`config.mk`:
```
export PLATFORM = sky130hd
export DESIGN_NAME = pwrmode_ctrl
export DESIGN_NICKNAME = d
export VERILOG_FILES = /design/src/rtl/pwrmode_pkg.sv /design/src/rtl/pwrmode_fsm.sv /design/src/rtl/pwrmode_clkgate.sv /design/src/rtl/pwrmode_srcsel.sv /design/src/rtl/pwrmode_ctrl.sv
export SDC_FILE = /design/constraint.sdc
export NUM_CORES = 1
export LEC_CHECK = 0
export ABC_AREA = 1
export ABC_CLOCK_PERIOD_IN_PS = 2100
export BUFFER_PORTS_ARGS = -buffer_cell sky130_fd_sc_hd__buf_2
export CAP_MARGIN = 20
export CORE_ASPECT_RATIO = 0.75
export CORE_MARGIN = 2
export CORE_UTILIZATION = 38
export CTS_CLUSTER_SIZE = 28
export DETAILED_ROUTE_END_ITERATION = 10
export SLEW_MARGIN = 10
export SYNTH_ARGS = -nofsm -noshare
export SYNTH_HDL_FRONTEND = slang
export SYNTH_SLANG_ARGS = --single-unit
```
`constraint.sdc`:
```
create_clock -name clk -period 2.1 [get_ports clk]
set_input_delay 0.21 -clock clk [delete_from_list [all_inputs] [get_ports clk]]
set_output_delay 0.21 -clock clk [all_outputs]
set_load 0.05 [all_outputs]
```
`src/rtl/pwrmode_pkg.sv`:
```
package pwrmode_pkg;

    localparam int N_SRC   = 4;
    localparam int SEL_W   = $clog2(N_SRC);
    localparam int MODE_W  = 3;

    typedef enum logic [MODE_W-1:0] {
        MODE_RESET = 3'd0,
        MODE_RUN   = 3'd1,
        MODE_HALT  = 3'd2,
        MODE_SLEEP = 3'd3,
        MODE_WAKE  = 3'd4,
        MODE_DEBUG = 3'd5
    } mode_e;

    typedef struct packed {
        logic halt;
        logic sleep;
        logic dbg_in;
        logic dbg_out;
        logic wake;
    } req_t;

    // Only the internal oscillator (index 0) runs out of reset.
    function automatic logic src_reset_value(input int idx);
        return (idx == 0);
    endfunction

    function automatic logic cpu_runs(input mode_e m);
        return (m == MODE_RUN) || (m == MODE_DEBUG);
    endfunction

    function automatic logic debug_entry_ok(input mode_e m);
        return (m == MODE_RUN) || (m == MODE_HALT) ||
               (m == MODE_SLEEP) || (m == MODE_WAKE);
    endfunction

endpackage

```
`src/rtl/pwrmode_fsm.sv`:
```
module pwrmode_fsm
    import pwrmode_pkg::*;
#(
    parameter int STAB_W = 8
) (
    input  logic              clk,
    input  logic              rst,
    input  req_t              req,
    input  logic [STAB_W-1:0] stab_cycles,
    output mode_e             state
);

    mode_e             state_q;
    mode_e             resume_q;
    logic [STAB_W-1:0] stab_cnt_q;

    always_ff @(posedge clk) begin
        if (rst) begin
            state_q    <= MODE_RESET;
            resume_q   <= MODE_RUN;
            stab_cnt_q <= '0;
        end else if (req.dbg_in && debug_entry_ok(state_q)) begin
            resume_q <= state_q;
            state_q  <= MODE_DEBUG;
        end else begin
            unique case (state_q)
                MODE_RESET: state_q <= MODE_RUN;
                MODE_RUN: begin
                    if (req.sleep)     state_q <= MODE_SLEEP;
                    else if (req.halt) state_q <= MODE_HALT;
                end
                MODE_HALT: begin
                    if (req.wake) state_q <= MODE_RUN;
                end
                MODE_SLEEP: begin
                    if (req.wake) begin
                        state_q    <= MODE_WAKE;
                        stab_cnt_q <= stab_cycles;
                    end
                end
                MODE_WAKE: begin
                    if (stab_cnt_q == '0) state_q <= MODE_RUN;
                    else                  stab_cnt_q <= stab_cnt_q - 1'b1;
                end
                MODE_DEBUG: begin
                    if (req.dbg_out) state_q <= resume_q;
                end
                default: state_q <= MODE_RESET;
            endcase
        end
    end

    assign state = state_q;

endmodule

```
`src/rtl/pwrmode_clkgate.sv`:
```
module pwrmode_clkgate
    import pwrmode_pkg::*;
#(
    parameter int NS = N_SRC
) (
    input  mode_e         state,
    input  logic [NS-1:0] slp_stop,
    output logic          cpu_clk_en,
    output logic [NS-1:0] src_en
);

    assign cpu_clk_en = cpu_runs(state);

    for (genvar g = 0; g < NS; g++) begin : g_src
        always_comb begin
            unique case (state)
                MODE_RESET: src_en[g] = src_reset_value(g);
                MODE_SLEEP: src_en[g] = ~slp_stop[g];
                default:    src_en[g] = 1'b1;
            endcase
        end
    end

endmodule

```
`src/rtl/pwrmode_srcsel.sv`:
```
module pwrmode_srcsel
    import pwrmode_pkg::*;
#(
    parameter int SW = SEL_W
) (
    input  logic          clk,
    input  logic          rst,
    input  mode_e         state,
    input  logic [SW-1:0] sysclk_sel,
    output logic [SW-1:0] sys_src
);

    logic [SW-1:0] src_q;

    always_ff @(posedge clk) begin
        if (rst)                    src_q <= '0;
        else if (state == MODE_RUN) src_q <= sysclk_sel;
    end

    assign sys_src = src_q;

endmodule

```
`src/rtl/pwrmode_ctrl.sv`:
```
module pwrmode_ctrl
    import pwrmode_pkg::*;
#(
    parameter int STAB_W = 8
) (
    input  logic               clk,
    input  logic               rst,
    input  logic               halt_req,
    input  logic               sleep_req,
    input  logic               dbg_irq,
    input  logic               dbg_ret,
    input  logic               wake,
    input  logic [N_SRC-1:0]   slp_stop,
    input  logic [SEL_W-1:0]   sysclk_sel,
    input  logic [STAB_W-1:0]  stab_cycles,
    output logic [MODE_W-1:0]  mode,
    output logic               cpu_clk_en,
    output logic [N_SRC-1:0]   src_en,
    output logic [SEL_W-1:0]   sys_src
);

    req_t  req;
    mode_e state;

    assign req = '{halt: halt_req, sleep: sleep_req, dbg_in: dbg_irq,
                   dbg_out: dbg_ret, wake: wake};

    pwrmode_fsm #(.STAB_W(STAB_W)) u_fsm (
        .clk         (clk),
        .rst         (rst),
        .req         (req),
        .stab_cycles (stab_cycles),
        .state       (state)
    );

    pwrmode_clkgate #(.NS(N_SRC)) u_gate (
        .state      (state),
        .slp_stop   (slp_stop),
        .cpu_clk_en (cpu_clk_en),
        .src_en     (src_en)
    );

    pwrmode_srcsel #(.SW(SEL_W)) u_sel (
        .clk        (clk),
        .rst        (rst),
        .state      (state),
        .sysclk_sel (sysclk_sel),
        .sys_src    (sys_src)
    );

    assign mode = state;

endmodule

```
After elaboration in Yosys (flattened, before gate mapping)
Cells that the tools add are included.
- register bits: 16
- logic and storage cells: 54
- output and inout port bits: 10
- add/subtract/negate cells: 1
- multiplexer cells: 15
- bitwise operators: 5
- reductions and logical operators: 12
- eq/ne operators: 16
- operators by type and width (cell ; count):
    $mux 3 ; 7
    $pmux 3 s6 ; 1
    $mux 8 ; 2
    $pmux 8 s2 ; 1
    $ne 3x3->1 const B ; 4
    $ne 2x2->1 const B ; 5
    $reduce_and 5->1 ; 2
    $logic_not 8->1 ; 1
    $sub 8x1->8 const B ; 1
    $eq 3x2->1 const B ; 2
    $eq 3x3->1 const B ; 2
    $pmux 1 s2 ; 3
    $not 1->1 ; 5
    $logic_or 1x1->1 ; 4
    $ne 4x4->1 const B ; 1
    $reduce_and 4->1 ; 1
    $eq 3x1->1 const B ; 1
    $logic_not 3->1 ; 1
    $ne 3x2->1 const B ; 1
    $reduce_bool 2->1 ; 1
    $reduce_or 2->1 ; 1
    $logic_and 1x1->1 ; 1
    $mux 1 ; 1

Longest topological paths before layout
- depth after elaboration: 7
- gate-level depth with buffers: 12
- depth with buffers taken out: 11

Modules after synthesis
A second synthesis with hierarchy kept.
- cell total of the unflattened synthesis: 199
- area total of the unflattened synthesis: 1166.1 µm²
- by module, submodules not included (module ; area an instance (µm²) ; cells each ; instances ; seq. area each (µm²)):
    pwrmode_fsm ; 984.7 ; 164 ; 1 ; 280.3
    pwrmode_srcsel ; 98.8 ; 16 ; 1 ; 40.0
    pwrmode_clkgate ; 82.6 ; 19 ; 1 ; 0.0

Worst setup path before layout
No wires, ideal clock.
- path type: register -> output
- start: reg u_fsm.state_q[1], in the netlist u_fsm.state[1]
- end: out src_en[1]
- arrival: 2.184 ns
- stages on the path, launching flop included: 5
- slack: -0.294 ns
- cell sequence: dfxtp_1 nand2_2 inv_2 nand2_2 o21ai_0
- word-level cells in the longest chain between the ends: 2
- RTL lines (element ; line ; text):
    from (decl) ; pwrmode_fsm.sv:13 ; mode_e state_q;
    from (signal assigned) ; pwrmode_fsm.sv:46 ; if (req.dbg_out) state_q <= resume_q;
    $eq 3x2->1 or $logic_not 3->1 (tied branches) ; pwrmode_clkgate.sv:16 ; unique case (state)
    $pmux 1 s2 (*) ; pwrmode_clkgate.sv:16 ;
    to (decl) ; pwrmode_ctrl.sv:18 ; output logic [N_SRC-1:0] src_en,
Mark *: on every way between the ends. The rest lies on a longest branch, timed or not.

Worst setup path in the final report
- start: reg u_fsm.state_q[2], in the netlist u_fsm.state[2]
- end: out src_en[1]
The elaborated chain is that of the path after synthesis.

==> summary.txt <==
Status
  • Outcome: finished clean

Clock network
  • CTS Hold Buffers Added: 0
  • Clk slew on worst S/H paths: 60 ps
  • TritonCTS buffer count: 3
  • Clock Sinks: 16
  • Cts repair resizes: 0
  • Skew-Pair Late Insertion Delay: around 250 ps
  • Maximum buffer depth of the clock tree: 2
  • Post-CTS Setup Bufs: 0
  • Root Driver: clkbuf_8
  • TritonCTS clock tree: built
  • Htree depth: 1

Power and ir drop
  • LEAKAGE: ~0.69 nW
  • Total chip power: 0.00229 W
  • Cell Pwr Density: about 1700 nW/um^2
  • Peak supply drop: 0.568 mV

Layout
  • ANT cells: 0
  • Final instance area: 1350 sq um
  • Syn-to-layout area delta: 21.0%
  • Finished Core Util: 49.8%
  • Layout cells sized above 1: between 20% and 30%
  • Most frequent cells in the layout: nand2_1, buf_2, nor2_1, nand3_1, inv_1
  • NumNets Final: 236
  • Most common cell after layout, fill and taps aside: nand2_1

Floorplan
  • DIE HEIGHT: around 51 um
  • Initial core utilization: 41.2%
  • Die area: ~3400 sq um
  • IO Pins: 31
  • Core Box Area: 2700 sq um
  • Horiz. Die Dim: ~66 um
  • Num rows: 16

Setup path
  • Worst setup SP type: flop
  • Crit. End Element: primary output
  • Slowest-stage cell, CP: dfxtp_1
  • Critical Path Max Stage Delay: 520 ps
  • Critical path cell sequence: inv_4 -> nand2_2 -> inv_2 -> nand2_2 -> nand2_1 -> o21ai_0 -> buf_2
  • Critical Path Most Common Cell: nand2_2
  • Worst-path maximum fanout: 8
  • Delay-heaviest family, CP: flip-flops
  • R2r setup slk: 560 ps
  • Worst path required time: 1890 ps
  • Reg2reg start: u_fsm.state[2]
  • CP bufs+invs: 3
  • WP data arrival: roughly 1700 ps
  • Cells on worst reg2reg path: 10
  • Critical R2R Capture: u_fsm.stab_cnt_q[7]
  • Critical path class: reg2out

Yosys
  • Synth top area share: 28.8%
  • Syn Nets: 203
  • Ranking of synthesized cells by area: dfxtp_1, nand2_1, nor2_1
  • Post-Syn Area per Cell: 6.18 sq um
  • Post-Syn Instances: 180
  • Top cell type by total area after synthesis: dfxtp_1
  • Synth warnings: 0
  • Count of cell types in the netlist: 23
  • Yosys reg bits: 16
  • Synthesized cell area: 1110 sq um
  • Post-synthesis sequential area ratio: 28.8%

Worst hold path
  • Worst Hold Class: in2reg
  • Worst Hold Path EP: u_sel.sys_src[0]
  • WHS Path Cells: 2
  • Hold Path Origin: rst

GRT
  • Number of global-route vias before repair: 1044
  • First-pass GRT wire length: 4.60 mm
  • Met1 usage: 26.0%
  • Met2 GRT Util: 26.2%
  • Total track usage: 17.8%
  • Initial antenna violation count: 0
  • Gr busiest metal: met2
  • GR Util met3: 5.29%
  • Total grt overflow: 0
  • Largest net degree at the start of global routing: 13

Placed design
  • Detailed Place HPWL: 2.18 mm
  • Post-Place Setup Slack: 499 ps
  • RD Place Congestion: 0.848
  • DP Area: 1290 sq um
  • # port buffers: 30

Timing
  • Final setup violation count: 0
  • Layout Skew: 5.54 ps
  • Relative slew slack: between 70% and 80%
  • F_max: 534 MHz
  • Tcrit/Tclk final: 89.1%
  • Tmin final: 1870 ps
  • Final hold viol count: 0
  • Unrepaired setup endpoints after global routing: no
  • Slew Viols, Final: 0
  • Final setup margin: 229 ps
  • Least-Margin Pin Slew: 395 ps

Detailed routing
  • TritonRoute pass-1 iters: 4
  • Total Wirelength: 2.72 mm
  • WL/cell: 11.0 um
  • Residual DRC count: 0
  • Via count: 1206
  • Detail Route Antenna Nets: 0
  • Vias/cell: 4.86
  • Initial DRC Count: 77

Run
  • Max-cap violation count: 0
per-layer routing:
metal,share of wire (%),up-vias
met4,0.48,0
met2,42,34
met5,0,-
met3,6.7,2
met1,51,535
li1,-,635
cell type report:
type,count,area [sq um]
multi-input cells,137,679
inverters,25,96.3
repair buffers,30,150
fillers,293,1360
flip-flops and latches,16,320
well taps,36,45.0
clock buffers,4,55.1
flip-flops by register name, indices dropped and copies added (netlist names):
signal            flops
u_sel.sys_src         2
u_fsm.stab_cnt_q      8
u_fsm.state           3
u_fsm.resume_q        3
logic make-up after synthesis:
family	after synthesis	share of synthesized area (%)
buffers and inverters	27	10.1
xor gates and xnor gates	1	0.788
DFF	16	28.8
AOI/OAI and AO/OA	24	11.4
and+or+nand+nor	110	46.7
adders and majority gates	2	2.25
worst max-delay path by stage:
stage | startpoint | end | slack, ps | depth (start not counted)
2_1_floorplan | u_fsm.state[1] | src_en[1] | -290 | 4
3_3_place_gp | u_fsm.state[2] | src_en[1] | 520 | 7
3_5_place_dp | u_fsm.state[2] | src_en[1] | 500 | 7
4_1_cts | u_fsm.state[2] | src_en[1] | 230 | 7
5_1_grt | u_fsm.state[2] | src_en[2] | 90 | 7
6_report | u_fsm.state[2] | src_en[1] | 230 | 7
worst register-to-register path, delay by kind of cell (launching register included):
| family | cells | cell delay, ps |
|---|---|---|
| buffers and inverters | 2 | 210 |
| DFF | 1 | 410 |
| and+or+nand+nor | 8 | 840 |
report_power, final:
part / total (W) / switching (W) / internal (W)
Combinational: 0.00149 / 0.00106 / 0.000435
Sequential: 0.000522 / 0.000115 / 0.000407
Clock: 0.000272 / 0.000106 / 0.000166
cell usage after synthesis:
master	number
o21ai_1	5
inv_4	1
nand3_1	19
nand4_1	4
a21oi_2	1
dfxtp_1	16
nor2_1	26
nor2_2	1
nand2_2	7
buf_6	1
xor2_1	1
o21ai_0	12
ha_1	2
nand2_4	2
nor2_8	1
nor2_4	1
inv_2	6
inv_1	18
buf_2	1
a21oi_1	5
nand2_1	48
nand3_4	1
o211ai_1	1
metrics by stage:
stage / setup TNS [ps] / hold WS (ps) / instances
4_1_cts: 0 / 179 / 248
3_3_place_gp: 0 / 447 / 244
3_5_place_dp: 0 / 443 / 244
5_1_grt: 0 / 186 / 248
2_1_floorplan: -882 / 279 / 180
6_report: 0 / 182 / 248
No activity file was read; power rests on OpenSTA's default activity.
